==> config.mk <==
export PLATFORM = sky130hd
export DESIGN_NAME = freq_offset_monitor
export DESIGN_NICKNAME = d
export VERILOG_FILES = /design/src/rtl/fom_pkg.sv /design/src/rtl/fom_gate_timer.sv /design/src/rtl/fom_edge_counter.sv /design/src/rtl/fom_judge.sv /design/src/rtl/freq_offset_monitor.sv
export SDC_FILE = /design/constraint.sdc
export NUM_CORES = 1
export LEC_CHECK = 0
export ABC_AREA = 1
export BUFFER_PORTS_ARGS = -buffer_cell sky130_fd_sc_hd__buf_2
export CORE_MARGIN = 2
export CORE_UTILIZATION = 45
export DETAILED_ROUTE_END_ITERATION = 7
export PLACE_DENSITY = 0.66
export REMOVE_ABC_BUFFERS = 1
export SKIP_LAST_GASP = 1
export SLEW_MARGIN = 0
export SYNTH_ARGS = -nofsm -noshare
export SYNTH_HDL_FRONTEND = slang
export SYNTH_HIERARCHICAL = 1
export SYNTH_SLANG_ARGS = --single-unit
==> constraint.sdc <==
create_clock -name clk -period 3.5 [get_ports clk]
set_input_delay 0.175 -clock clk [delete_from_list [all_inputs] [get_ports clk]]
set_output_delay 0.175 -clock clk [all_outputs]
set_load 0.01 [all_outputs]
==> src/rtl/fom_pkg.sv <==
package fom_pkg;

    typedef enum logic [1:0] {
        S_OFF   = 2'd0,
        S_COUNT = 2'd1,
        S_JUDGE = 2'd2
    } mon_state_t;

    // Whole-count trip limit for a window, rounding halves up.
    function automatic longint unsigned trip_counts(input longint unsigned win,
                                                    input longint unsigned ppb);
        return (win * ppb + 64'd500_000_000) / 64'd1_000_000_000;
    endfunction

endpackage

==> src/rtl/fom_gate_timer.sv <==
module fom_gate_timer #(
    parameter int unsigned WINDOW_REFS = 1 << 20
) (
    input  logic clk,
    input  logic rst,
    input  logic clear,
    input  logic ref_tick,
    output logic window_end
);
    localparam int unsigned REF_W = $clog2(WINDOW_REFS + 1);
    localparam logic [REF_W-1:0] LAST = REF_W'(WINDOW_REFS - 1);

    logic [REF_W-1:0] ref_cnt;

    assign window_end = ref_tick && !clear && (ref_cnt == LAST);

    always_ff @(posedge clk) begin
        if (rst || clear || window_end) begin
            ref_cnt <= '0;
        end else if (ref_tick) begin
            ref_cnt <= ref_cnt + 1'b1;
        end
    end

    // two window closes are always at least one cycle apart
    a_r2_window_gap: assert property (@(posedge clk) disable iff (rst)
        window_end |=> !window_end);

endmodule

==> src/rtl/fom_edge_counter.sv <==
module fom_edge_counter #(
    parameter int unsigned CNT_W = 22
) (
    input  logic             clk,
    input  logic             rst,
    input  logic             clear,
    input  logic             tick,
    output logic [CNT_W-1:0] total
);
    logic [CNT_W-1:0] cnt;

    // Count including this cycle's tick, saturating at all-ones.
    always_comb begin
        if (tick && cnt != '1) begin
            total = cnt + 1'b1;
        end else begin
            total = cnt;
        end
    end

    always_ff @(posedge clk) begin
        if (rst || clear) begin
            cnt <= '0;
        end else begin
            cnt <= total;
        end
    end

    // reset leaves the count at zero
    a_r1_count_cleared: assert property (@(posedge clk)
        rst |=> cnt == '0);

endmodule

==> src/rtl/fom_judge.sv <==
module fom_judge #(
    parameter int unsigned WINDOW_REFS = 1 << 20,
    parameter int unsigned CNT_W       = 22
) (
    input  logic             clk,
    input  logic             rst,
    input  logic             off,
    input  logic             capture,
    input  logic             decide,
    input  logic [CNT_W-1:0] total,
    input  logic [CNT_W-1:0] limit,
    output logic             alarm
);
    localparam logic [CNT_W-1:0] WIN = CNT_W'(WINDOW_REFS);

    logic [CNT_W-1:0] snap;
    logic [CNT_W-1:0] diff;

    always_comb begin
        if (snap >= WIN) begin
            diff = snap - WIN;
        end else begin
            diff = WIN - snap;
        end
    end

    always_ff @(posedge clk) begin
        if (rst) begin
            snap <= '0;
        end else if (capture) begin
            snap <= total;
        end
    end

    always_ff @(posedge clk) begin
        if (rst || off) begin
            alarm <= 1'b0;
        end else if (decide) begin
            alarm <= (diff > limit);
        end
    end

    // without a verdict or a disable the alarm holds its value
    a_r2_alarm_hold: assert property (@(posedge clk) disable iff (rst)
        (!decide && !off) |=> $stable(alarm));

endmodule

==> src/rtl/freq_offset_monitor.sv <==
module freq_offset_monitor #(
    parameter int unsigned WINDOW_REFS = 1 << 20,
    parameter int unsigned TIGHT_PPB   = 12_000,
    parameter int unsigned LOOSE_PPB   = 56_000
) (
    input  logic       clk,
    input  logic       rst,
    input  logic       ref_tick,
    input  logic [1:0] cand_tick,
    input  logic       band_sel,
    input  logic       mon_off,
    output logic [1:0] alarm
);
    import fom_pkg::*;

    localparam int unsigned NCAND = 2;
    localparam int unsigned CNT_W = $clog2(WINDOW_REFS) + 3;
    localparam logic [CNT_W-1:0] LIM_TIGHT = CNT_W'(trip_counts(WINDOW_REFS, TIGHT_PPB));
    localparam logic [CNT_W-1:0] LIM_LOOSE = CNT_W'(trip_counts(WINDOW_REFS, LOOSE_PPB));

    mon_state_t       state;
    mon_state_t       state_nx;
    logic             window_end;
    logic             capture;
    logic             decide;
    logic [CNT_W-1:0] limit;

    fom_gate_timer #(
        .WINDOW_REFS(WINDOW_REFS)
    ) u_gate (
        .clk       (clk),
        .rst       (rst),
        .clear     (mon_off),
        .ref_tick  (ref_tick),
        .window_end(window_end)
    );

    // State register
    always_ff @(posedge clk) begin
        if (rst) begin
            state <= S_COUNT;
        end else begin
            state <= state_nx;
        end
    end

    always_comb begin
        state_nx = state;
        unique case (state)
            S_OFF:   state_nx = mon_off ? S_OFF : S_COUNT;
            S_COUNT: state_nx = mon_off ? S_OFF : (window_end ? S_JUDGE : S_COUNT);
            S_JUDGE: state_nx = mon_off ? S_OFF : S_COUNT;
            default: state_nx = S_OFF;
        endcase
    end

    // Output controls
    always_comb begin
        capture = window_end;
        decide  = (state == S_JUDGE) && !mon_off;
        limit   = band_sel ? LIM_LOOSE : LIM_TIGHT;
    end

    for (genvar g = 0; g < NCAND; g++) begin : g_cand
        logic [CNT_W-1:0] total;

        fom_edge_counter #(
            .CNT_W(CNT_W)
        ) u_cnt (
            .clk  (clk),
            .rst  (rst),
            .clear(mon_off || window_end),
            .tick (cand_tick[g]),
            .total(total)
        );

        fom_judge #(
            .WINDOW_REFS(WINDOW_REFS),
            .CNT_W      (CNT_W)
        ) u_judge (
            .clk    (clk),
            .rst    (rst),
            .off    (mon_off),
            .capture(capture),
            .decide (decide),
            .total  (total),
            .limit  (limit),
            .alarm  (alarm[g])
        );
    end

    // a disable clears both alarms at the next edge
    a_r6_off_quiet: assert property (@(posedge clk) disable iff (rst)
        mon_off |=> alarm == 2'b00);

    // reset leaves both alarms low
    a_r1_reset_quiet: assert property (@(posedge clk)
        rst |=> alarm == 2'b00);

    // a window only closes while counting
    a_r2_close_in_count: assert property (@(posedge clk) disable iff (rst)
        (window_end && !mon_off) |-> state == S_COUNT);

    // a verdict state always returns to counting or disable
    a_r2_judge_once: assert property (@(posedge clk) disable iff (rst)
        state == S_JUDGE |=> state != S_JUDGE);

endmodule

## Word-level counts from Yosys, hierarchy flattened

Cells that the tools add are included.
Widths: inputs -> output; s select.

- Input port bits: 7
- Output and inout port bits: 2
- Logic and storage cells: 45
- Flip-flop bits (word level): 117

- $add $sub $neg: 7
- Magnitude comparators: 4
- Equality and inequality tests: 5
- Muxes and demuxes: 9
- Reduce and logical (&&, ||, !) cells: 12

Operators by type and width:

| cell | count |
|---|---|
| $mux 23 | 4 |
| $add 23x1->23 const B | 2 |
| $ge 23x21->1 const B | 2 |
| $gt 23x6->1 | 2 |
| $ne 23x23->1 const B | 2 |
| $sub 21x23->23 const A | 2 |
| $sub 23x21->23 const B | 2 |
| $add 21x1->21 const B | 1 |
| $eq 21x20->1 const B | 1 |
| $mux 6 | 1 |
| $logic_and 1x1->1 | 5 |
| $logic_or 1x1->1 | 4 |
| $mux 2 | 2 |
| $pmux 2 s2 | 1 |
| $eq 2x1->1 const B | 1 |
| $eq 2x2->1 const B | 1 |
| $logic_not 2->1 | 1 |
| $reduce_or 2->1 | 1 |
| $logic_not 1->1 | 1 |
| $mux 1 | 1 |

## Longest topological paths before layout

Gate-level depths: netlist of the first run.

- Depth after elaboration: 6
- Gate-level depth with buffers: 22
- Mapped depth without buffers: 21

## Modules after synthesis

The synthesis of the first run kept the hierarchy.

By module, submodules not included:

| module | sequential area each (sq um) | cells an instance | times used | area each (sq um) |
|---|---|---|---|---|
| fom_edge_counter | 460.4 | 268 | 2 | 1612.8 |
| fom_judge at g_cand[1].u_judge | 480.5 | 354 | 1 | 2237.1 |
| fom_judge at g_cand[0].u_judge | 480.5 | 354 | 1 | 2223.4 |
| fom_gate_timer | 420.4 | 166 | 1 | 1156.1 |
| freq_offset_monitor | 40.0 | 20 | 1 | 112.6 |

## Worst setup path after synthesis of the first run

No wires, ideal clock.

- Path type: flip-flop to flip-flop
- Start: register g_cand[1].u_judge.snap[0]
- End: register g_cand[1].u_judge.alarm
- Path buffers: 1
- Path slack: 1.095 ns
- Cell stages (with the launch flop): 20
- Setup time: 0.070 ns
- Required time: 3.430 ns
- Clock period less this slack: 2.405 ns
- Arrival time: 2.335 ns
- Path through: dfxtp_1 > inv_1 > ha_1 > nand3_2 > nor2_1 > nand3_2 > nand2_4 > inv_4 > buf_12 > o21ai_2 > inv_1 > ha_1 > nand2_1 > nor2_1 > nand2_1 > nor2_1 > nand2_1 > nand3_1 > nand2_1 > a21oi_1

- Word-level cells in the longest chain between the ends: 3
- Elaborated cells on any way between the ends: 5
- Classes of those cells: add/sub: 2; order compare: 2; mux: 1

Ends and longest elaborated chain:

| item | RTL line | text |
|---|---|---|
| start, declared | fom_judge.sv:16 | `logic [CNT_W-1:0] snap;` |
| start signal, assigned | fom_judge.sv:31 | `snap <= total;` |
| $sub 21x23->23, or another cell as far along | fom_judge.sv:23 | `diff = WIN - snap;` |
| $mux 23 * | fom_judge.sv:20 | `if (snap >= WIN) begin` |
| $gt 23x6->1 * | fom_judge.sv:39 | `alarm <= (diff > limit);` |
| end signal, assigned | fom_judge.sv:39 |  |
| end, declared | fom_judge.sv:12 | `output logic alarm` |

Mark *: on every way between the ends. The rest lies on a longest branch, timed or not.
A chain may end at the register's enable or synchronous reset.

## Final worst setup path of the first run

- Start: register g_cand[0].u_judge.snap[0]
- End: register g_cand[0].u_judge.alarm

- Word-level cells in the longest chain between the ends: 3
- Elaborated cells on any way between the ends: 5
- Classes of those cells: add/sub: 2; order compare: 2; mux: 1

Ends and longest elaborated chain:

| item | RTL line |
|---|---|
| start, declared | fom_judge.sv:16 |
| start signal, assigned | fom_judge.sv:31 |
| $sub 21x23->23, or another cell as far along | fom_judge.sv:23 |
| $mux 23 * | fom_judge.sv:20 |
| $gt 23x6->1 * | fom_judge.sv:39 |
| end signal, assigned | fom_judge.sv:39 |
| end, declared | fom_judge.sv:12 |

Marked as above.

==> impl_results.md, run 1 <==
* Run status: completed
* Worst path slowest cell: dfxtp_1
* Via Count at 8201
* Setup ws final at 775.1 ps
* Layout cells sized above 1 at 9.824%
* Combinational share of power at 3.9%
* Post-CTS setup buffer count at 0
* Die X at 145.1 µm
* Initial Util at a little under half
* Clk slew on worst S/H paths at roughly 60 ps
* Sw Ratio at 21.73%
* Clk network pwr share at 54.0%
* Relative slew margins at 33.35%
* Post-cts sizing count at 0
* Crit path time final at ~2700 ps
* R2R Setup Slk at between 700 and 800 ps
* Placed insts at approximately 1700
* Final period util at around 80%
* R2R depth at 18
* Synth warn at 6
* Most frequent cells in the layout: nand2_1 (384), inv_1 (234), nor2_1 (171)
* Mapped Cells at 1430
* Final WL at 19.21 mm
* Critical hold path startpoint: rst
* Pwr per Cell Area at between 300 and 400 nW/µm²
* GP Congestion at 0.8577
* Final Non-Filler Cells at between 1500 and 2000
* Num CTS Buffers at 17
* Sink Count at 117
* Drt wl/cell at 11.03 µm
* Hold path depth at 3
* Nets at approximately 1500
* Setup violators final at 0
* Sw Pwr at 0.6922 mW
* Worst r2r src: g_cand[0].u_judge/snap[0]
* Hold endpoint: state[0]
* CTS tree: done
* DRC viols at 0
* Register share of total power at approximately 42%
* Placeable Area at 19530 µm²
* # fillers at ~2000
* Starting DRC count in detailed routing at 419
* RSZ-0062 raised after global routing: no
* H-tree depth at 4
* Clk_skew at 8.245 ps
* Antenna Nets Post-Route at 0
* Final hold vios at 0
* Kind of end point of the critical path: flip-flop
* # rows at 51
* Crit path kind: flip-flop to flip-flop
* DP HPWL at 14.98 mm
* Clk root buf: clkbuf_16
* Initial DRT Pass Iterations at 5
* Commonest non-fill, non-tap cell in the layout: nand2_1
* Crit path largest cell delay at around 330 ps
* Max-cap violations at 0
* CP startpoint kind: flip-flop
* Global-route usage over all layers at 19.00%
* Seq/Total Area, Yosys at 26.16%
* Leakage power at 4.843 nW
* Gr ovfl total at 0
* Die footprint at 21040 µm²
* Pin count of the biggest net entering global routing at 44
* Worst path cell trace: inv_1 -> ha_1 -> nand3_4 -> nor2_4 -> nand4_4 -> nand2_4 -> inv_4 -> o21ai_2 -> inv_1 -> ha_1 -> nand2_1 -> nor2_1 -> nand2_1 -> nor2_1 -> nand2_1 -> nand3_1 -> nand2_1 -> a21oi_1
* Final Instance Area at approximately 9800 µm²
* Vias per cell at 4.708
* IO Port Bufs at 8
* Vias in the first global route at 7399
* I/O pins at 9
* Max Freq at 367.0 MHz
* Cts hold-fix bufs at 0
* Clk buf depth at 2
* Worst IR Drop VDD at 381.1 µV
* Post-Place Cell Area at 9258 µm²
* WP data arrival at 3070 ps
* Placement Setup Slack at 767.3 ps
* Antenna violations before repair at 2
* Critical Path Fanout Max at 27
* Worst Path Required at 3850 ps
* Post-synthesis area per instance at 6.262 µm²
* Footprint of the multi-input gates at 5600 µm²
* Synthesized cell area at 8955 µm²
* Hold Crit Class: primary input to flip-flop
* Slew at the pin closest to its max-slew limit at 998.7 ps
* Max Slew Vio Count at 0
* Tot Pwr at 3.186 mW
* Die H at 145.1 µm
* FF-to-FF End: g_cand[0].u_judge/alarm
* #FFs+latches synth at 117
* Setup TNS at 0 ps
* Most used cell, CP: nand2_1
* Netlist cell types at 39
* Worst skew pair latency at 410 ps
* Area Overhead vs Synth at 9.990%
* Cell-internal power at roughly 2.5 mW
* Sequential Area at 2342 µm²
* First-pass GRT wire length at 33.78 mm
==> Yosys cell counts, drive strengths merged <==
| master | n | share of area (%) |
|---|---|---|
| nand2 | 415 | 19 |
| conb | 2 | 0.084 |
| nor3 | 20 | 1.7 |
| clkinv | 1 | 0.042 |
| dfxtp | 117 | 26 |
| inv | 243 | 10 |
| xnor2 | 9 | 0.88 |
| a21oi | 87 | 5.1 |
| nand3b | 13 | 1.1 |
| nand4 | 28 | 2.3 |
| nand3 | 106 | 6.7 |
| buf | 17 | 1.9 |
| or2 | 5 | 0.35 |
| clkbuf | 16 | 0.67 |
| nor4 | 1 | 0.070 |
| xor2 | 18 | 1.8 |
| a21o | 2 | 0.17 |
| mux2i | 1 | 0.11 |
| ha | 57 | 8.0 |
| o21ai | 70 | 4.1 |
| nor2 | 202 | 10 |
==> through the flow <==
step | hold WS [ps] | utilization (%)
after floorplan | 273.8 | -
after global placement | 442.4 | 47.41
after detailed placement | 444.7 | 47.41
after CTS | 99.89 | 50.43
after global routing | 120.0 | 50.43
final | 117.0 | 50.44
==> critical path, delay by kind of cell, from the launching register on <==
family                     cells  cell delay [ps]
DFF                            1              330
adders and majority gates      2              530
and+or+nand+nor               11             1220
AOI/OAI and AO/OA              2              240
buffers and inverters          3              320
==> power by group through the flow <==
stage | logic, mW | clock network [mW] | registers [mW]
after floorplan | 0.0895 | 0 | 1.37
after global placement | 0.121 | 0 | 1.37
after detailed placement | 0.123 | 0 | 1.37
after CTS | 0.124 | 1.76 | 1.34
after global routing | 0.148 | 1.82 | 1.34
final | 0.125 | 1.72 | 1.34
==> logic make-up (layout without fill, tap and decap cells) <==
kind of cell / count (synthesis) / after routing / share of synthesized area, %
AND/OR/NAND/NOR: 790 / 790 / 40.91
buffers and inverters: 277 / 287 / 12.81
AO/OA/AOI/OAI: 159 / 159 / 9.319
flip-flops: 117 / 117 / 26.16
adder cells (fa/ha/maj): 57 / 57 / 7.964
XOR/XNOR: 27 / 27 / 2.641
other: 2 / 39 / 0.08387
multiplexers: 1 / 1 / 0.1118
==> area by class of cell <==
| class | count | area share, % |
|---|---|---|
| multi-input cells | 1072 | 56.86 |
| flip-flops and latches | 117 | 23.78 |
| inverters | 244 | 9.350 |
| clock buffers | 24 | 4.992 |
| well taps | 265 | 3.366 |
| clock inverters | 8 | 0.9909 |
| repair buffers | 11 | 0.6352 |
| diodes | 1 | 0.02541 |
==> worst max-delay path by stage <==
stage,startpoint,end,slack [ps],cells past startpoint
6_report,g_cand[0].u_judge/snap[0],g_cand[0].u_judge/alarm,780,18
5_1_grt,g_cand[1].u_judge/snap[0],g_cand[1].u_judge/alarm,470,18
4_1_cts,g_cand[0].u_judge/snap[0],g_cand[0].u_judge/alarm,750,18
3_5_place_dp,g_cand[0].u_judge/snap[0],g_cand[0].u_judge/alarm,770,18
3_3_place_gp,g_cand[0].u_judge/snap[0],g_cand[0].u_judge/alarm,780,18
2_1_floorplan,u_gate/ref_cnt[0],g_cand[1].u_judge/snap[0],890,8
==> flip-flops by register name, summed over array words and instances, names as in the netlist <==
name and cells:
u_gate/ref_cnt 21, g_cand.u_cnt/cnt 46, g_cand.u_judge/alarm 2, state 2
g_cand.u_judge/snap 46
==> per-layer routing <==
metal | wire length, µm | up-vias | GRT usage [%] | share of wire [%]
met1 | 10080 | 3539 | 27.39 | 52
met5 | 13 | - | 0 | 0.068
met3 | 848 | 24 | 3.365 | 4.4
li1 | - | 4512 | - | -
met2 | 8004 | 124 | 28.95 | 42
met4 | 262 | 2 | 5.637 | 1.4
Note: power is estimated with default switching activity, not from simulation.
==> run 2: changes to the inputs <==
--- a/config.mk
+++ b/config.mk
@@ -10,7 +10,7 @@
 export CORE_MARGIN = 2
 export CORE_UTILIZATION = 45
 export DETAILED_ROUTE_END_ITERATION = 7
-export PLACE_DENSITY = 0.66
+export PLACE_DENSITY = 0.68
 export REMOVE_ABC_BUFFERS = 1
 export SKIP_LAST_GASP = 1
 export SLEW_MARGIN = 0
==> constraint.sdc (replaced) <==
create_clock -name clk -period 2.3 [get_ports clk]
set_input_delay 0.115 -clock clk [delete_from_list [all_inputs] [get_ports clk]]
set_output_delay 0.115 -clock clk [all_outputs]
set_load 0.01 [all_outputs]
==> run 2 against run 1 <==
Against the previous run: the run now ends with negative setup slack left; wire length up 7.9%; clock-buffer cell count down 4; clock skew up 2.4 ps; sequential share of layout area down 2.4 points; sequential cell count unchanged; fmax up 14%; highest routed layer is now met4; design area up 11%.
==> impl_results.md, run 2 (synthesis results as in run 1) <==
* Post-Place Cell Area at 9916 µm² (was 9258 µm²)
* IO Port Bufs at 8 (unchanged)
* Final period util at 104.1% (was 77.86%)
* Max Freq at 417.7 MHz (was 367.0 MHz)
* Top flop regs: g_cand.u_cnt/cnt: 46 flops, g_cand.u_judge/snap: 46 flops, u_gate/ref_cnt: 21 flops (unchanged)
* Hold_ws at 80.11 ps (was 117.0 ps)
* Slew at the pin closest to its max-slew limit at 507.2 ps (was 998.7 ps)
* RSZ-0062 raised after global routing: yes (was no)
* Vias in the first global route at 7846 (was 7399)
* DRC viols at 0 (unchanged)
* Initial Util at 45.86% (unchanged)
* H-tree depth at 4 (unchanged)
* Antenna violations before repair at 0 (was 2)
* Sequential Area at 2345 µm² (was 2342 µm²)
* Most frequent cells in the layout: nand2_1 (376), inv_1 (229), nor2_1 (155) (was nand2_1 (384), inv_1 (234), nor2_1 (171))
* Sink Count at 117 (unchanged)
* DP HPWL at 15.77 mm (was 14.98 mm)
* Num CTS Buffers at 17 (unchanged)
* GP Congestion at 0.9088 (was 0.8577)
* Worst skew pair latency at 420 ps (was 410 ps)
* Nets at 1627 (was 1527)
* Crit path time final at 2394 ps (was 2725 ps)
* Area Overhead vs Synth at 22.22% (was 9.990%)
* Final Instance Area at 10940 µm² (was 9849 µm²)
* Worst IR Drop VDD at 557.4 µV (was 381.1 µV)
* Failing checks: negative setup slack
* Final core occ at 56.05% (was 50.44%)
* CTS tree: done (unchanged)
* Hold Crit Class: primary input to flip-flop (unchanged)
* Tot Pwr at 5.203 mW (was 3.186 mW)
* Leakage power at 5.397 nW (was 4.843 nW)
* Starting DRC count in detailed routing at 450 (was 419)
* Kind of end point of the critical path: flip-flop (unchanged)
* Crit path kind: flip-flop to flip-flop (unchanged)
* CP startpoint kind: flip-flop (unchanged)
* Initial DRT Pass Iterations at 5 (unchanged)
* # rows at 51 (unchanged)
* Inserted Diodes at 0 (was 1)
* Placeable Area at 19530 µm² (unchanged)
* Clk root buf: clkbuf_16 (unchanged)
* Setup violators final at 2 (was 0)
* Pwr per Cell Area at 475.4 nW/µm² (was 323.5 nW/µm²)
* Final WL at 20.72 mm (was 19.21 mm)
* WP data arrival at 2710 ps (was 3070 ps)
* Die X at 145.1 µm (unchanged)
* # fillers at 1890 (was 2014)
* Critical Path Fanout Max at 5 (was 27)
* I/O pins at 9 (unchanged)
* Pin count of the biggest net entering global routing at 46 (was 44)
* Clk slew on worst S/H paths at 60 ps (about the same)
* Clk buf depth at 2 (unchanged)
* First-pass GRT wire length at 35.56 mm (was 33.78 mm)
* Die footprint at 21040 µm² (unchanged)
* Die H at 145.1 µm (unchanged)
* Setup TNS at -129.1 ps (was 0 ps)
* Setup ws final at -93.83 ps (was 775.1 ps)
* Relative slew margins at 65.93% (was 33.35%)
* Cts hold-fix bufs at 0 (unchanged)
* Gr ovfl total at 0 (unchanged)
* Max Slew Vio Count at 0 (unchanged)
* Vias per cell at 4.719 (was 4.708)
* R2R Setup Slk at -90 ps (was 780 ps)
* Run status: finished with violations (was completed)
* Global-route usage over all layers at 19.97% (was 19.00%)
* Antenna Nets Post-Route at 0 (unchanged)
* Commonest non-fill, non-tap cell in the layout: nand2_1 (unchanged)
* Layout cells sized above 1 at 18.53% (was 9.824%)
* Worst Path Required at 2620 ps (was 3850 ps)
* Final hold vios at 0 (unchanged)
* Max-cap violations at 0 (unchanged)
* Clk_skew at 10.61 ps (was 8.245 ps)
* Drt wl/cell at 11.26 µm (was 11.03 µm)
* Via Count at 8688 (was 8201)
* Footprint of the multi-input gates at 5826 µm² (was 5600 µm²)
run 2: worst max-delay path, cell delays in order, from the launching register on:
cell and delay (ps):
dfxtp_1 320, inv_2 80, ha_4 140, nand3_4 80, nor2_4 220, nand4_4 120
nand2_4 140, buf_4 130, a21oi_1 40, nor2_1 110, ha_1 250, nand2_1 80
nor2_2 60, buf_4 120, a21oi_1 180, nand3_1 100, nand2_1 60, a21oi_1 50
run 2: worst paths after layout:
check                                 end                      start  cells past startpoint
setup / recovery  g_cand[0].u_judge/alarm  g_cand[0].u_judge/snap[0]                     17
hold / removal          u_gate/ref_cnt[1]                   ref_tick                      3
hold reg to reg   g_cand[1].u_judge/alarm    g_cand[1].u_judge/alarm                      2
setup reg to reg  g_cand[0].u_judge/alarm  g_cand[0].u_judge/snap[0]                     17
run 2: layer usage:
layer  GRT usage [%]  vias up  wire [µm]
met5               0        -          0
met4           6.275        0        253
met3           3.491       21        619
met2           30.57      101       9147
met1           28.58     3853      10700
li1                -     4713          -
run 2: final cells by class:
cell class | count | area share [%]
multi-input cells | 1072 | 53.23
inverters | 244 | 8.540
clock buffers | 20 | 4.173
well taps | 265 | 3.030
repair inverters | 3 | 0.2058
flip-flops and latches | 117 | 21.42
repair buffers | 108 | 7.557
clock inverters | 12 | 1.841
run 2: per-stage QoR:
stage,std cells,setup slack (ps)
2_1_floorplan,1433,-311.7
3_3_place_gp,1795,-111.0
3_5_place_dp,1795,-205.6
4_1_cts,1832,-68.74
5_1_grt,1841,-288.7
6_report,1841,-93.83
run 2: timing repair:
item	4_1_cts	5_1_grt
pin swaps	15	20
endpoints found under the setup margin	2	91
cloned	0	3
gates resized for setup	27	51
setup buffers	5	6
run 2: where the power goes:
part           total [mW]  switching [mW]  internal, mW
Clock                2.96           0.978          1.98
Combinational       0.207           0.141        0.0665
Sequential           2.04         0.00594          2.03
Total                5.20            1.12          4.08
==> run 3: changes to the inputs <==
--- a/config.mk
+++ b/config.mk
@@ -7,13 +7,13 @@
 export LEC_CHECK = 0
 export ABC_AREA = 1
 export BUFFER_PORTS_ARGS = -buffer_cell sky130_fd_sc_hd__buf_2
-export CORE_MARGIN = 2
+export CORE_MARGIN = 8
 export CORE_UTILIZATION = 45
 export DETAILED_ROUTE_END_ITERATION = 7
 export PLACE_DENSITY = 0.68
 export REMOVE_ABC_BUFFERS = 1
 export SKIP_LAST_GASP = 1
-export SLEW_MARGIN = 0
+export SLEW_MARGIN = 20
 export SYNTH_ARGS = -nofsm -noshare
 export SYNTH_HDL_FRONTEND = slang
 export SYNTH_HIERARCHICAL = 1
==> run 3 against run 2 <==
Against the previous run: the run still ends with negative setup slack left; total power is 5.7% lower; sequential share of layout area is 0.33 points higher; via count is 1.9% lower; combinational power is 2% lower; clock-buffer cell count is 2 higher; non-clock buffer count is 6 lower; cell count is 0.43% lower; critical path depth is 3 higher; fmax is 1.0% higher; critical endpoint unchanged.
==> impl_results.md, run 3 (synthesis results as in run 1) <==
* Max-cap violations at 0 (unchanged)
* Die footprint at 24670 µm² (was 21040 µm²)
* Vias in the first global route at 7746 (was 7846)
* DRC viols at 0 (unchanged)
* Top sig layer: met5 (was met4)
* I/O pins at 9 (unchanged)
* Num CTS Buffers at 17 (unchanged)
* Max Slew Vio Count at 0 (unchanged)
* Sink Count at 117 (unchanged)
* Clk_skew at 9.736 ps (was 10.61 ps)
* Die H at 157.1 µm (was 145.1 µm)
* Clk buf depth at 2 (unchanged)
* Pwr per Cell Area at 454.5 nW/µm² (was 475.4 nW/µm²)
* H-tree depth at 4 (unchanged)
* Sw Ratio at 22.26% (was 21.61%)
* Nets at 1619 (was 1627)
* # rows at 51 (unchanged)
* Most frequent cells in the layout: nand2_1 (375), inv_1 (228), nor2_1 (158) (was nand2_1 (376), inv_1 (229), nor2_1 (155))
* Met3 WL post-DR at 732 µm (was 619 µm)
* Initial Util at 45.86% (unchanged)
* Inserted Diodes at 0 (unchanged)
* First-pass GRT wire length at 34.78 mm (was 35.56 mm)
* Antenna Nets Post-Route at 0 (unchanged)
* Drt wl/cell at 11.05 µm (was 11.26 µm)
* Final period util at 103.0% (was 104.1%)
* Die X at 157.1 µm (was 145.1 µm)
* Hold Crit Class: primary input to flip-flop (unchanged)
* Run status: finished with violations (unchanged)
* Via Count at 8520 (was 8688)
* Failing checks: negative setup slack (unchanged)
* Top flop regs: g_cand.u_cnt/cnt: 46 flops, g_cand.u_judge/snap: 46 flops, u_gate/ref_cnt: 21 flops (unchanged)
* Sw Pwr at 1.092 mW (was 1.124 mW)
* Global-route usage over all layers at 16.92% (was 19.97%)
* Final hold vios at 0 (unchanged)
* Placeable Area at 19530 µm² (unchanged)
* Starting DRC count in detailed routing at 360 (was 450)
* Antenna violations before repair at 1 (was 0)
* Tot Pwr at 4.906 mW (was 5.203 mW)
* Final WL at 20.25 mm (was 20.72 mm)
* Gr ovfl total at 0 (unchanged)
* Crit path time final at 2370 ps (was 2394 ps)
* Vias per cell at 4.648 (was 4.719)
* Layout cells sized above 1 at 18.11% (was 18.53%)
* DP HPWL at 15.59 mm (was 15.77 mm)
* Worst IR Drop VDD at 548.6 µV (was 557.4 µV)
* Clk network pwr share at 54.3% (was 56.8%)
* Worst skew pair latency at 410 ps (was 420 ps)
* Clk slew on worst S/H paths at 60 ps (about the same)
* Initial DRT Pass Iterations at 5 (unchanged)
* Setup ws final at -69.96 ps (was -93.83 ps)
* Met2 WL at 8.782 mm (was 9.147 mm)
* M1 wire length at 10.49 mm (was 10.70 mm)
* RSZ-0062 raised after global routing: yes (unchanged)
* CP startpoint kind: flip-flop (unchanged)
* Setup violators final at 2 (unchanged)
* Worst Path Required at 2650 ps (was 2620 ps)
* Clk root buf: clkbuf_16 (unchanged)
* WP data arrival at 2720 ps (was 2710 ps)
* Pin count of the biggest net entering global routing at 46 (unchanged)
* GP Congestion at 0.8805 (was 0.9088)
* Max Freq at 421.9 MHz (was 417.7 MHz)
* Register share of total power at 41.6% (was 39.2%)
* Cell-internal power at 3.814 mW (was 4.078 mW)
* Combinational share of power at 4.1% (was 4.0%)
* Crit path kind: flip-flop to flip-flop (unchanged)
* Commonest non-fill, non-tap cell in the layout: nand2_1 (unchanged)
* Critical Path Fanout Max at 5 (unchanged)
* Area Overhead vs Synth at 20.55% (was 22.22%)
* IO Port Bufs at 8 (unchanged)
* CTS tree: done (unchanged)
* Placed insts at 1790 (was 1795)
* Kind of end point of the critical path: flip-flop (unchanged)
* Final Non-Filler Cells at 1833 (was 1841)
* Cts hold-fix bufs at 0 (unchanged)
* Leakage power at 5.329 nW (was 5.397 nW)
[run 3: cell types whose count changed in the layout (fill, tap and decap cells not counted), sizes merged]
cell      change
buf           -6
bufinv        -3
clkbuf        +2
clkinv        -1
clkinvlp      -4
inv           +4
[run 3: stage by stage]
stage	hold slack [ps]	cell area, µm²	utilization [%]	worst slack, ps	TNS, ps
final	61.14	10800	55.29	-69.96	-104.1
after global routing	73.95	10800	55.29	-283.7	-535.1
after CTS	29.77	10620	54.39	-80.80	-152.8
after detailed placement	446.4	9866	50.53	-194.0	-355.5
after global placement	439.0	9866	50.53	-149.3	-227.1
after floorplan	213.8	8864	-	-311.7	-7280
[run 3: path summary, 6_finish.rpt]
check                             from                 endpoint  slack (ps)  depth (start not counted)
max          g_cand[0].u_judge/snap[1]  g_cand[0].u_judge/alarm         -70                         20
min                                rst                 state[0]          60                          3
max reg2reg  g_cand[0].u_judge/snap[1]  g_cand[0].u_judge/alarm         -70                         20
min reg2reg    g_cand[1].u_judge/alarm  g_cand[1].u_judge/alarm         450                          2
[run 3: power by group through the flow]
stage / clock network [mW] / registers [mW] / logic [mW]
after floorplan: 0 / 2.08 / 0.136
after global placement: 0 / 2.08 / 0.185
after detailed placement: 0 / 2.08 / 0.189
after CTS: 2.73 / 2.04 / 0.191
after global routing: 2.81 / 2.04 / 0.239
final: 2.66 / 2.04 / 0.202
[run 3: layer usage]
layer	vias up	global-route usage, %
met5	-	0
met4	2	5.032
met3	25	3.098
met2	120	26.32
met1	3678	23.33
li1	4695	-
[run 3: worst max-delay path, stage by stage (launching register included)]
cell and delay (ps):
dfxtp_1 310, inv_2 80, ha_4 150, nand3_4 80, nor2_4 170, nand4_4 110
nand2_4 140, buf_4 120, buf_4 90, nor2_1 30, nand2_1 50, nand2_1 60
ha_1 290, nand2_1 50, nor2_1 90, nand2_1 90, nor2_1 110, nand2_1 50
nand3_1 70, nand2_1 50, a21oi_1 100
[run 3: timing repair]
item	4_1_cts	5_1_grt
resized for setup	28	48
endpoints found under the setup margin	2	70
endpoints found under the hold margin	0	0
pin swaps	15	27
setup buffers	6	3
cloned	1	1
[run 3: final cells by class]
class	instances	area [µm²]
clock buffers	22	484.2
clock inverters	10	120.1
fillers	1896	8731
inverters	244	930.9
multi-input cells	1072	5812
flip-flops and latches	117	2349
well taps	265	331.6
repair buffers	102	762.0
repair inverters	1	6.256
